$ cat config.mk
export PLATFORM = sky130hd
export DESIGN_NAME = win_wdt
export DESIGN_NICKNAME = d
export VERILOG_FILES = /design/src/rtl/win_wdt_pkg.sv /design/src/rtl/win_wdt_prescaler.sv /design/src/rtl/win_wdt_counter.sv /design/src/rtl/win_wdt_refresh_seq.sv /design/src/rtl/win_wdt.sv
export SDC_FILE = /design/constraint.sdc
export NUM_CORES = 1
export LEC_CHECK = 0
export ABC_AREA = 1
export BUFFER_PORTS_ARGS = -buffer_cell sky130_fd_sc_hd__buf_2
export CAP_MARGIN = 20
export CORE_AREA = 2 2 73 75
export CTS_BUF_LIST = sky130_fd_sc_hd__clkbuf_16
export CTS_CLUSTER_SIZE = 16
export DETAILED_ROUTE_END_ITERATION = 16
export DIE_AREA = 0 0 75 77
export PLACE_DENSITY = 0.81
export RECOVER_POWER = 50
export SLEW_MARGIN = 20
export SYNTH_ARGS = -nofsm -noshare
export SYNTH_HDL_FRONTEND = slang
export SYNTH_SLANG_ARGS = --single-unit
export TNS_END_PERCENT = 100
$ cat constraint.sdc
create_clock -name clk -period 5.1 [get_ports clk]
set_input_delay 0 -clock clk [delete_from_list [all_inputs] [get_ports clk]]
set_output_delay 0 -clock clk [all_outputs]
set_load 0.1 [all_outputs]
$ cat src/rtl/win_wdt_pkg.sv
package win_wdt_pkg;
  localparam int CNT_W = 14;
  localparam int PRE_W = 8;
  localparam int DW    = 16;
  localparam logic [DW-1:0] CTRL_MASK  = 16'h33F3;
  localparam logic [DW-1:0] CTRL_RESET = 16'h3300;

  function automatic logic [CNT_W-1:0] reload_of(input logic [1:0] code);
    case (code)
      2'd0:    return 14'h03FF;
      2'd1:    return 14'h0FFF;
      2'd2:    return 14'h1FFF;
      default: return 14'h3FFF;
    endcase
  endfunction

  function automatic logic [PRE_W-1:0] presc_limit(input logic [3:0] div);
    return (div == 4'b0101) ? {PRE_W{1'b1}} : '0;
  endfunction

  function automatic logic [CNT_W:0] quarter_of(input logic [CNT_W-1:0] reload);
    return ({1'b0, reload} + 1'b1) >> 2;
  endfunction

  function automatic logic [CNT_W:0] win_start(input logic [1:0] code,
                                               input logic [CNT_W-1:0] reload);
    return quarter_of(reload) * ({{(CNT_W-1){1'b0}}, code} + 1'b1);
  endfunction

  function automatic logic [CNT_W:0] win_end(input logic [1:0] code,
                                             input logic [CNT_W-1:0] reload);
    return quarter_of(reload) *
           ({{(CNT_W-1){1'b0}}, 2'd3} - {{(CNT_W-1){1'b0}}, code});
  endfunction
endpackage

$ cat src/rtl/win_wdt_prescaler.sv
module win_wdt_prescaler #(
  parameter int PRE_W = 8
) (
  input  logic             clk,
  input  logic             rst_n,
  input  logic             en,
  input  logic             restart,
  input  logic [PRE_W-1:0] limit,
  output logic             tick
);
  logic [PRE_W-1:0] cnt;

  assign tick = en && (cnt == limit);

  always_ff @(posedge clk or negedge rst_n) begin
    if (!rst_n)       cnt <= '0;
    else if (restart) cnt <= '0;
    else if (en)      cnt <= tick ? '0 : cnt + 1'b1;
  end
endmodule

$ cat src/rtl/win_wdt_counter.sv
module win_wdt_counter #(
  parameter int CNT_W = 14
) (
  input  logic             clk,
  input  logic             rst_n,
  input  logic             load,
  input  logic [CNT_W-1:0] load_val,
  input  logic             dec,
  output logic [CNT_W-1:0] count,
  output logic             zero
);
  assign zero = (count == '0);

  always_ff @(posedge clk or negedge rst_n) begin
    if (!rst_n)    count <= '0;
    else if (load) count <= load_val;
    else if (dec)  count <= count - 1'b1;
  end
endmodule

$ cat src/rtl/win_wdt_refresh_seq.sv
module win_wdt_refresh_seq (
  input  logic       clk,
  input  logic       rst_n,
  input  logic       wr,
  input  logic [7:0] data,
  output logic       done
);
  logic armed_q;

  assign done = armed_q && wr && (data == 8'hFF);

  always_ff @(posedge clk or negedge rst_n) begin
    if (!rst_n)                         armed_q <= 1'b0;
    else if (wr && armed_q)             armed_q <= 1'b0;
    else if (wr && (data == 8'h00))     armed_q <= 1'b1;
  end
endmodule

$ cat src/rtl/win_wdt.sv
module win_wdt
  import win_wdt_pkg::*;
(
  input  logic             clk,
  input  logic             rst_n,
  input  logic             wr_en,
  input  logic [1:0]       wr_addr,
  input  logic [DW-1:0]    wr_data,
  output logic [DW-1:0]    ctrl_q,
  output logic [CNT_W-1:0] count_q,
  output logic             running,
  output logic [1:0]       status_q,
  output logic             rst_req
);
  localparam logic [1:0] A_CTRL = 2'd0;
  localparam logic [1:0] A_RFSH = 2'd1;
  localparam logic [1:0] A_STAT = 2'd2;

  logic             cfg_written, cfg_locked, ctrl_wr;
  logic             refresh_done, refresh_ok, refresh_bad, in_window;
  logic             tick, cnt_zero, underflow_ev, count_en;
  logic [CNT_W-1:0] reload_val;
  logic [CNT_W:0]   start_pos, end_pos;

  // configuration decode
  assign reload_val = reload_of(ctrl_q[1:0]);
  assign start_pos  = win_start(ctrl_q[13:12], reload_val);
  assign end_pos    = win_end(ctrl_q[9:8], reload_val);
  assign cfg_locked = cfg_written || running;
  assign ctrl_wr    = wr_en && (wr_addr == A_CTRL) && !cfg_locked;

  // named events
  assign in_window    = ({1'b0, count_q} <= start_pos) && ({1'b0, count_q} > end_pos);
  assign refresh_ok   = refresh_done && !rst_req && (!running || in_window);
  assign refresh_bad  = refresh_done && !rst_req && running && !in_window;
  assign count_en     = running && !rst_req;
  assign underflow_ev = tick && cnt_zero;

  win_wdt_refresh_seq u_seq (
    .clk   (clk),
    .rst_n (rst_n),
    .wr    (wr_en && (wr_addr == A_RFSH)),
    .data  (wr_data[7:0]),
    .done  (refresh_done)
  );

  win_wdt_prescaler #(.PRE_W(PRE_W)) u_pre (
    .clk     (clk),
    .rst_n   (rst_n),
    .en      (count_en),
    .restart (refresh_ok),
    .limit   (presc_limit(ctrl_q[7:4])),
    .tick    (tick)
  );

  win_wdt_counter #(.CNT_W(CNT_W)) u_cnt (
    .clk      (clk),
    .rst_n    (rst_n),
    .load     (refresh_ok),
    .load_val (reload_val),
    .dec      (tick),
    .count    (count_q),
    .zero     (cnt_zero)
  );

  always_ff @(posedge clk or negedge rst_n) begin
    if (!rst_n) begin
      ctrl_q      <= CTRL_RESET;
      cfg_written <= 1'b0;
      running     <= 1'b0;
      rst_req     <= 1'b0;
      status_q    <= '0;
    end else begin
      if (ctrl_wr) begin
        ctrl_q      <= wr_data & CTRL_MASK;
        cfg_written <= 1'b1;
      end
      if (refresh_ok) running <= 1'b1;
      if (underflow_ev || refresh_bad) rst_req <= 1'b1;
      status_q[0] <= underflow_ev ||
                     (status_q[0] && !(wr_en && wr_addr == A_STAT && wr_data[0]));
      status_q[1] <= refresh_bad ||
                     (status_q[1] && !(wr_en && wr_addr == A_STAT && wr_data[1]));
    end
  end
endmodule

Word-level counts from Yosys, hierarchy flattened
Index checks and enable logic that the tools add are counted.

operators by class
  add/subtract/negate cells = 5
  $mul = 2
  magnitude comparators = 2
  equality and inequality tests = 7
  multiplexer cells = 9
  reduce and logical (&&, ||, !) cells = 37

operators by type and width
  cell                     number
  $pmux W14 S3             1
  $mux W8                  4
  $mux W14                 2
  $logic_and A1 B1 Y1      19
  $add A14 B1 Y15 const B  1
  $gt A14 B15 Y1           1
  $le A14 B15 Y1           1
  $mul A13 B3 Y15          1
  $mul A14 B3 Y15          1
  $logic_not A14 Y1        1
  $sub A14 B1 Y14 const B  1
  $add A8 B1 Y8 const B    1
  $eq A8 B8 Y1             1
  $eq A8 B8 Y1 const B     1
  $logic_not A8 Y1         1
  $logic_not A1 Y1         6
  $reduce_bool A2 Y1       3
  $logic_or A1 B1 Y1       5
  $eq A2 B1 Y1 const B     2
  $eq A2 B2 Y1 const B     2
  $eq A4 B3 Y1 const B     1
  $logic_not A2 Y1         2
  $add A2 B1 Y3 const B    1
  $sub A2 B2 Y3 const A    1
  $mux W1                  2

word-level totals
  register bits after elaboration = 38
  input port bits = 21
  output and inout bits = 34
  logic and storage cells = 70

Longest topological paths before layout
Gate-level depths: netlist of the first run.

  word-level depth = 9
  gate-level depth with buffers = 23
  depth with buffers taken out = 22

By module
From an unflattened synthesis of the first run, not the netlist that was laid out.

unflattened totals
  cell total of the unflattened synthesis = 436
  area total of the unflattened synthesis = 3149.3 um^2

by module, submodules not included
  module               times used  cells each  area an instance (um^2)  sequential area each (um^2)
  win_wdt              1           196         1441.4                   380.4
  win_wdt_counter      1           137         991.0                    350.3
  win_wdt_prescaler    1           87          625.6                    200.2
  win_wdt_refresh_seq  1           16          91.3                     25.0

Least setup slack after synthesis of the first run
Ideal clock, no wire load.

  kind = reg-to-reg
  from = register ctrl_q[0]
  to = register u_cnt.count[10]
  library setup time = 0.121 ns
  arrival = 3.731 ns
  data required time = 4.979 ns
  path slack = 1.248 ns
  cell stages (with the launch flop) = 21
  buffers on the path = 2
  clock period less this slack = 3.852 ns
  cells stage by stage = dfrtp_1 > buf_4 > inv_1 > nor2_1 > inv_1 > nor2_1 > fa_1 > fa_1 > xnor2_1 > ha_1 > nand2_1 > nand2_1 > a21oi_1 > nand2_1 > nand4_1 > nand2_2 > nand2_4 > nand2_4 > buf_6 > nand3_1 > nand2_1

on the way
  cells in the longest elaborated chain, start to end = 9
  elaborated cells on any way between the ends = 14
  classes of those cells = 1 x add/sub; 2 x mul; 2 x order compare; 2 x eq/ne; 2 x mux; 5 x reduce/logical

RTL lines
  what                                                       RTL line                              text
  from (decl)                                                win_wdt.sv:9                          output logic [DW-1:0] ctrl_q,
  from (signal assigned)                                     win_wdt.sv:75                         ctrl_q <= wr_data & CTRL_MASK;
  $eq A2 B2 Y1 (tied with other cells)                       win_wdt_pkg.sv:9                      case (code)
  $pmux W14 S3 *                                             win_wdt_pkg.sv:9
  $add A14 B1 Y15                                            win_wdt_pkg.sv:22                     return ({1'b0, reload} + 1'b1) >> 2;
  $mul A14 B3 Y15 / $mul A13 B3 Y15 (equally long branches)  win_wdt_pkg.sv:32, win_wdt_pkg.sv:27
  $gt A14 B15 Y1 / $le A14 B15 Y1 (equally long branches)    win_wdt.sv:33                         assign in_window = ({1'b0, count_q} <= start_pos) && ({1'b0, count_q} > end_pos);
  $logic_and A1 B1 Y1                                        win_wdt.sv:33
  $logic_or A1 B1 Y1                                         win_wdt.sv:34                         assign refresh_ok = refresh_done && !rst_req && (!running || in_window);
  $logic_and A1 B1 Y1                                        win_wdt.sv:34
  $mux W14 / $reduce_bool A2 Y1 (equally long branches)      --
  to (signal assigned)                                       win_wdt_counter.sv:16                 else if (load) count <= load_val;
  to (signal assigned)                                       win_wdt_counter.sv:17                 else if (dec) count <= count - 1'b1;
  to (decl)                                                  win_wdt_counter.sv:9                  output logic [CNT_W-1:0] count,

Every way passes the cells marked *; elsewhere a longest branch is shown, timed or not.
A chain may end at the register's enable or synchronous reset.

Final worst setup path of the first run
  from = register ctrl_q[12]
  to = register u_pre.cnt[4]

on the way
  cells in the longest elaborated chain, start to end = 7
  elaborated cells on any way between the ends = 8
  classes of those cells = 1 x add/sub; 1 x mul; 1 x order compare; 1 x mux; 4 x reduce/logical

RTL lines
  what                                                  RTL line                 text
  $add A2 B1 Y3 *                                       win_wdt_pkg.sv:27        return quarter_of(reload) * ({{(CNT_W-1){1'b0}}, code} + 1'b1);
  $mul A13 B3 Y15 *                                     win_wdt_pkg.sv:27
  $le A14 B15 Y1 *                                      win_wdt.sv:33
  $logic_and A1 B1 Y1 *                                 win_wdt.sv:33
  $logic_or A1 B1 Y1 *                                  win_wdt.sv:34
  $logic_and A1 B1 Y1 *                                 win_wdt.sv:34
  $mux W8 / $reduce_bool A2 Y1 (equally long branches)  --
  to (signal assigned)                                  win_wdt_prescaler.sv:18  else if (en) cnt <= tick ? '0 : cnt + 1'b1;
  to (decl)                                             win_wdt_prescaler.sv:11  logic [PRE_W-1:0] cnt;

Marks and branches as above.

==> implementation parameters, run 1 <==
Parameter                              Value

Detailed routing
  Drt drc ... 0
  Antenna Violating Nets Remaining ... 0
  Number of search-and-repair iterations in the first detailed-routing pass ... 4
  Total detailed-routing wirelength ... 6650 um
  Average wire per cell in the routed design ... 12.9 um
  Violation count after the first detailed-route iteration ... 114
  Routed vias/inst ... 5.29
  Via count ... 2717

Clocking
  Clock-pin transition on the worst setup and hold timing paths ... 60 ps
  CTS root buf ... sky130_fd_sc_hd__clkbuf_16
  CTS max path bufs ... 2
  TritonCTS clock tree ... done
  TritonCTS Buffers ... 5
  H-tree depth ... 2
  Clock latency on the worst-skew pair ... 280 ps
  Clock sink total ... 38
  Count of instances resized after the clock tree is built ... 0

Floorplanning
  Die width ... 75 um
  Num ports ... 55
  Initial Utilization ... 0.592
  Cell Rows ... 26
  Area of the core region ... 4980 um^2
  Chip Height ... 77 um
  Total Die Area ... 5780 um^2

Global routing
  Pin count of the biggest net entering global routing ... 39
  Grt total ovfl ... 0
  Antenna violations before repair ... 0
  Via count of the first global-routing pass ... 2604
  Global-route wire length before repair ... 11100 um
  Overall fraction of global-route tracks in use ... 0.244

Placed design
  GP Congestion ... 0.878
  Port Buffers ... 44
  HPWL reported at the end of detailed placement ... 4990 um

Setup path
  Crit path DAT ... 3850 ps
  Startpoint of the worst-slack reg-to-reg timing path ... ctrl_q[12]$_DFFE_PN1P_
  CP startpoint kind ... flop
  Critical Path Sink Type ... flop
  Worst Path Class, Setup ... flop to flop
  Timing startpoint of the critical path ... ctrl_q[12]$_DFFE_PN1P_
  Required time of the critical path ... 5300 ps
  Maximum fanout count along the critical path ... 19

Synth
  Complex-gate fraction of the synthesized area ... 0.0531
  Multiplexer area fraction after synthesis ... 0.0115
  Xor and xnor fraction of the mapped netlist area ... 0.0297
  Share of flip-flops with an asynchronous set or reset after synthesis ... 1.00
  Count of unique library cells instantiated by Yosys ... 40
  Synth Instances ... 393
  Mapped cell area ... 2950 um^2
  Number of register bits inferred by synthesis ... 38
  Dominant combinational cell family by area after synthesis ... simple AND/OR/NAND/NOR gates
  Synth top area share ... 0.289
  Post-synthesis share of cell area spent on and, or, nand and nor gates ... 0.347
  Dominant synthesized flop cell ... sky130_fd_sc_hd__dfrtp_1
  Number of flops mapped to enable cells by yosys ... 0
  Sequential area share after synthesis ... 0.324
  Mean Syn Cell Area ... 7.50 um^2
  Top cell type by total area after synthesis ... sky130_fd_sc_hd__dfrtp_1
  Post-synthesis share of cell area spent on full adders, half adders and majority gates ... 0.122
  Count of warnings emitted by yosys ... 0
  Largest cells by area after synthesis ... sky130_fd_sc_hd__dfrtp_1, sky130_fd_sc_hd__nand2_1, sky130_fd_sc_hd__ha_1

Worst hold path
  Startpoint of the tightest hold check path ... wr_data[1]
  Class of the worst hold path ... input port to flop

Flow run
  Max-cap viol count ... 1

Layout
  Combined area of the multi-input logic cells ... 1680 um^2
  Fraction of final layout cells with drive strength greater than 1 ... 0.158
  Register cell area after layout ... 956 um^2
  Antenna cells ... 0
  Final Net Count ... 491
  Number of fill cells ... 446
  Signed area change from the synthesized netlist to the final layout ... 14.3%

STA
  Post-layout min period ... 3650 ps
  Hold slack ... 22.3 ps
  Count of final max-slew check failures ... 39
  Aggregate negative setup slack ... 0 ps
  Slew at the pin closest to its max-slew limit ... 2050 ps
  Achievable clock frequency ... 0.274 GHz
  Clock Skews ... 6.55 ps
  Final count of negative-setup-slack endpoints ... 0
  Hold violation total from the final report ... 0
  Slew margin rel. ... -0.364
  Final worst-path cycle share ... 0.715
  Unrepaired setup endpoints after global routing ... false

Status
  Violated checks ... max-capacitance violations, max-slew violations
  Run status ... complete, but fails checks

Pwr
  PD cells ... 193 nW/um^2
  Maximum resistive drop on vdd ... 0.000126 V
  LEAKAGE ... 1.68 nW
worst paths after layout:
kind                                                    end  slack, ps  cells past startpoint
worst max-delay path               u_pre.cnt[4]$_DFFE_PN0P_       1450                     17
worst min-delay path                  ctrl_q[1]$_DFFE_PN0P_         20                      3
worst max register to register     u_pre.cnt[4]$_DFFE_PN0P_       1450                     17
worst min register to register      cfg_written$_DFFE_PN0P_        480                      2
max in group asynchronous       u_cnt.count[10]$_DFFE_PN0P_       3080                      2
min in group asynchronous          u_pre.cnt[5]$_DFFE_PN0P_        850                      2
cells in the final DEF, fill, tap and decap left out, types with 7 or more instances in the layout:
master	synthesis	routed
sky130_fd_sc_hd__nand2_1	87	87
sky130_fd_sc_hd__inv_2	8	8
sky130_fd_sc_hd__o21ai_1	8	8
sky130_fd_sc_hd__nor2_1	39	39
sky130_fd_sc_hd__ha_1	24	24
sky130_fd_sc_hd__buf_2	1	30
sky130_fd_sc_hd__inv_1	56	56
sky130_fd_sc_hd__nand4_1	19	19
sky130_fd_sc_hd__dfrtp_1	34	34
sky130_fd_sc_hd__o21ai_0	9	9
sky130_fd_sc_hd__xor2_1	9	9
sky130_fd_sc_hd__nand3b_1	7	7
sky130_fd_sc_hd__clkbuf_1	1	14
sky130_fd_sc_hd__a21oi_1	7	7
sky130_fd_sc_hd__nand3_1	36	36
layout make-up:
cell class | instances | share of cell area
timing repair buffer | 49 | 0.0751
clock inverter | 3 | 0.00483
tap | 70 | 0.0260
multi-input combinational | 284 | 0.500
sequential | 38 | 0.284
clock buffer | 5 | 0.0372
inverter | 65 | 0.0732
layer usage:
layer	track usage	part of all wire	vias to the layer above
met2	0.423	0.52	49
li1	-	-	1362
met3	0.0355	0.031	17
met4	0.100	0.028	0
met5	0	0	-
met1	0.294	0.42	1289
power breakdown:
| group | switching, W | leakage, nW | internal, W |
|---|---|---|---|
| clock network | 0.000119 | 0.0672 | 0.000178 |
| registers | 0.000000681 | 0.443 | 0.000304 |
| logic | 0.0000386 | 1.17 | 0.00000970 |
cells in the mapped netlist (3+ instances only):
master / count
sky130_fd_sc_hd__a21oi_1: 7
sky130_fd_sc_hd__buf_4: 8
sky130_fd_sc_hd__dfrtp_1: 34
sky130_fd_sc_hd__dfstp_2: 4
sky130_fd_sc_hd__fa_1: 3
sky130_fd_sc_hd__ha_1: 24
sky130_fd_sc_hd__inv_1: 56
sky130_fd_sc_hd__inv_2: 8
sky130_fd_sc_hd__mux2_2: 3
sky130_fd_sc_hd__nand2_1: 87
sky130_fd_sc_hd__nand2_2: 3
sky130_fd_sc_hd__nand3_1: 36
sky130_fd_sc_hd__nand3b_1: 7
sky130_fd_sc_hd__nand4_1: 19
sky130_fd_sc_hd__nor2_1: 39
sky130_fd_sc_hd__nor2_2: 3
sky130_fd_sc_hd__nor3_1: 3
sky130_fd_sc_hd__nor4_1: 3
sky130_fd_sc_hd__o21ai_0: 9
sky130_fd_sc_hd__o21ai_1: 8
sky130_fd_sc_hd__xor2_1: 9
critical path, stage by stage, from the launching register on:
cell and delay [ps]:
sky130_fd_sc_hd__dfstp_2 590, sky130_fd_sc_hd__ha_1 260, sky130_fd_sc_hd__inv_1 100, sky130_fd_sc_hd__nor2_1 70
sky130_fd_sc_hd__fa_1 510, sky130_fd_sc_hd__fa_1 450, sky130_fd_sc_hd__xnor2_1 140, sky130_fd_sc_hd__ha_1 310
sky130_fd_sc_hd__nand3_1 110, sky130_fd_sc_hd__inv_1 70, sky130_fd_sc_hd__nand2_1 50, sky130_fd_sc_hd__nand2_1 60
sky130_fd_sc_hd__nand4_1 120, sky130_fd_sc_hd__nand2_2 120, sky130_fd_sc_hd__nand2_4 90, sky130_fd_sc_hd__nand2_4 190
sky130_fd_sc_hd__nand2_1 160, sky130_fd_sc_hd__o21ai_1 160
logic make-up (layout without fill, tap and decap cells):
group                      Yosys count  after routing
and+or+nand+nor                    210            210
buffers and inverters               76            122
AOI/OAI and AO/OA                   28             28
muxes                                3              3
other                                1              6
DFF                                 38             38
xor gates and xnor gates            10             10
adders and majority gates           27             27
metrics by stage:
step	worst slack [ps]	utilization	area (um^2)	std cells	total power [W]
final	1450	0.676	3370	514	0.000651
after global routing	1230	0.676	3370	514	0.000671
after CTS	1430	0.680	3380	514	0.000654
after detailed placement	1500	0.642	3190	501	0.000355
after global placement	1560	0.642	3190	501	0.000354
after floorplan	1250	-	2970	398	0.000342
flip-flops by register name, summed over array words and instances (netlist names):
name	flops
cfg_written	1
ctrl_q	10
rst_req	1
running	1
status_q	2
u_cnt.count	14
u_pre.cnt	8
u_seq.armed_q	1
timing repair:
item                                   4_1_cts  5_1_grt
hold buffers                                 5        0
setup buffers                                0        0
endpoints found under the hold margin       38        0
Power figures use the tool's default switching activity.
==> run 2, diff against run 1 <==
CORE_AREA = 2 2 80 82   (was 2 2 73 75)
DIE_AREA = 0 0 82 84   (was 0 0 75 77)
PLACE_DENSITY = 0.72   (was 0.81)
clock period = 3 ns   (was 5.1 ns; I/O delays follow)
==> implementation parameters, run 2 (synthesized netlist as in run 1, its figures left out) <==
Parameter                              Value

STA
  Final worst-path cycle share ... 1.14
  Count of final max-slew check failures ... 39
  Hold slack ... 22.1 ps
  Final Worst Setup Slack ... -413 ps
  Hold violation total from the final report ... 0
  Clock Skews ... 6.45 ps
  Slew at the pin closest to its max-slew limit ... 2020 ps
  Slew margin rel. ... -0.349
  Final count of negative-setup-slack endpoints ... 25
  Post-layout min period ... 3410 ps
  Achievable clock frequency ... 0.293 GHz
  Unrepaired setup endpoints after global routing ... true

Floorplanning
  Total Die Area ... 6890 um^2
  Area of the core region ... 6100 um^2
  Chip Height ... 84 um
  Die width ... 82 um
  Initial Utilization ... 0.483
  Num ports ... 55
  Cell Rows ... 29

Setup path
  Max stage delay on crit path ... 630 ps
  Chain of cells forming the critical path ... ha_4 > inv_4 > nor2_2 > fa_1 > fa_2 > xnor2_2 > ha_1 > nand2_1 > inv_1 > a21oi_2 > nand2_1 > nand4_1 > nand2_2 > nand2_8 > nand2_4 > nand3_1 > nand2_1
  Maximum fanout count along the critical path ... 9
  Worst Path Class, Setup ... flop to flop
  Dominant cell type by count on the critical path ... sky130_fd_sc_hd__nand2_1
  Crit path DAT ... 3580 ps
  Logic depth of the worst register-to-register path ... 17
  CP startpoint kind ... flop
  Required time of the critical path ... 3170 ps
  Critical Path Sink Type ... flop
  Slowest stage cell on the critical path ... sky130_fd_sc_hd__dfstp_4

Layout
  Register cell area after layout ... 968 um^2
  Most frequent standard cell in the layout excluding fill and tap cells ... sky130_fd_sc_hd__nand2_1
  Fraction of final layout cells with drive strength greater than 1 ... 0.288
  Combined area of the multi-input logic cells ... 1870 um^2
  Signed area change from the synthesized netlist to the final layout ... 28.3%
  Design area ... 3780 um^2
  Commonest cells after routing, fill and taps aside ... sky130_fd_sc_hd__nand2_1, sky130_fd_sc_hd__inv_1, sky130_fd_sc_hd__buf_2, sky130_fd_sc_hd__nor2_1, sky130_fd_sc_hd__dfrtp_1
  Final Net Count ... 516
  Largest register by flop count ... u_cnt.count
  Final instance count without filler cells ... 547
  Largest regs ... u_cnt.count (14), ctrl_q (10), u_pre.cnt (8)
  Number of fill cells ... 522
  Max reg flops ... 14

Clocking
  Clock-pin transition on the worst setup and hold timing paths ... 60 ps
  Clock sink total ... 38
  TritonCTS clock tree ... done
  H-tree depth ... 2
  TritonCTS Buffers ... 5
  Clock latency on the worst-skew pair ... 280 ps
  CTS max path bufs ... 2
  CTS root buf ... sky130_fd_sc_hd__clkbuf_16

Pwr
  Maximum resistive drop on vdd ... 0.000188 V
  PD cells ... 293 nW/um^2
  LEAKAGE ... 1.83 nW
  Switching power summed over all nets ... 0.000271 W
  Clock power frac ... 0.460
  Combinational fraction of design power ... 0.073
  Seq pwr share ... 0.467
  Internal power ... 0.000836 W
  Switching Fraction ... 0.245

Worst hold path
  Class of the worst hold path ... input port to flop
  Cell depth of the worst min-delay path ... 2

Flow run
  Max-cap viol count ... 1

Status
  Run status ... complete, but fails checks
  Violated checks ... max-capacitance violations, max-slew violations, negative setup slack

Global routing
  Grt total ovfl ... 0
  Met1 layer usage reported by global route ... 0.284
  Peak-usage layer in the global routing report ... met2
  Overall fraction of global-route tracks in use ... 0.222
  Pin count of the biggest net entering global routing ... 39
  Via count of the first global-routing pass ... 2667
  GR Util met2 ... 0.373
  Routing usage on met3 ... 0.0325
  Global-route wire length before repair ... 12000 um
  Antenna violations before repair ... 1

Placed design
  Placed inst area ... 3350 um^2
  GP Congestion ... 0.932
  Post-Place Cells ... 524
  Port Buffers ... 44
  Worst setup timing slack at the placement stage ... -386 ps
  HPWL reported at the end of detailed placement ... 5340 um

Detailed routing
  Routed vias/inst ... 5.14
  Number of search-and-repair iterations in the first detailed-routing pass ... 4
  Via count ... 2812
  Antenna Violating Nets Remaining ... 0
  Drt drc ... 0
  Total detailed-routing wirelength ... 7480 um
  Violation count after the first detailed-route iteration ... 134
  Average wire per cell in the routed design ... 13.7 um
run 2: routing by layer:
metal / vias up / share of wire
met5: - / 0
met4: 0 / 0.030
met3: 20 / 0.034
met2: 73 / 0.52
met1: 1294 / 0.42
li1: 1425 / -
run 2: final cells by class:
| class | count | share of cell area |
|---|---|---|
| multi-input cells | 286 | 0.495 |
| clock buffers | 5 | 0.0331 |
| diodes | 1 | 0.000662 |
| inverters | 65 | 0.0659 |
| well taps | 77 | 0.0255 |
| repair buffers | 72 | 0.120 |
| flip-flops and latches | 38 | 0.256 |
| clock inverters | 3 | 0.00430 |
run 2: per-stage QoR:
step                      total power [W]  utilization  TNS (ps)
after floorplan                  0.000582            -     -8380
after CTS                         0.00112        0.592     -6350
after detailed placement         0.000603        0.550     -6540
after global routing              0.00115        0.620    -12220
after global placement           0.000602        0.550     -4640
final                             0.00111        0.620     -9090
run 2: worst max-delay path, delay by kind of cell (launching register included):
kind | cells | cell delay (ps)
AOI/OAI and AO/OA | 1 | 110
adders and majority gates | 4 | 1400
and+or+nand+nor | 9 | 880
DFF | 1 | 630
xor gates and xnor gates | 1 | 150
buffers and inverters | 2 | 120
run 2: worst paths after layout:
path / startpoint / to / slack [ps]
worst min-delay path: wr_data[4] / ctrl_q[4]$_DFFE_PN0P_ / 20
worst min register to register: cfg_written$_DFFE_PN0P_ / cfg_written$_DFFE_PN0P_ / 470
worst max register to register: ctrl_q[13]$_DFFE_PN1P_ / u_pre.cnt[6]$_DFFE_PN0P_ / -410
worst max-delay path: ctrl_q[13]$_DFFE_PN1P_ / u_pre.cnt[6]$_DFFE_PN0P_ / -410
max in group asynchronous: rst_n / ctrl_q[0]$_DFFE_PN0P_ / 730
min in group asynchronous: rst_n / u_cnt.count[6]$_DFFE_PN0P_ / 840
run 2: power by group through the flow:
stage / clock network (W) / registers (W) / logic (W)
floorplan: 0 / 0.000533 / 0.0000493
global placement: 0 / 0.000527 / 0.0000754
detailed placement: 0 / 0.000527 / 0.0000766
CTS: 0.000519 / 0.000518 / 0.0000819
global route: 0.000541 / 0.000518 / 0.0000886
finish: 0.000509 / 0.000518 / 0.0000809
run 2: what timing repair did:
action / CTS / global route
pin swaps: 2 / 7
gates resized for setup: 8 / 26
buffers inserted: 3 / 4
cloned: 0 / 2
hold endpoints to repair: 38 / 0
hold buffers: 5 / 0
endpoints found under the setup margin: 25 / 25
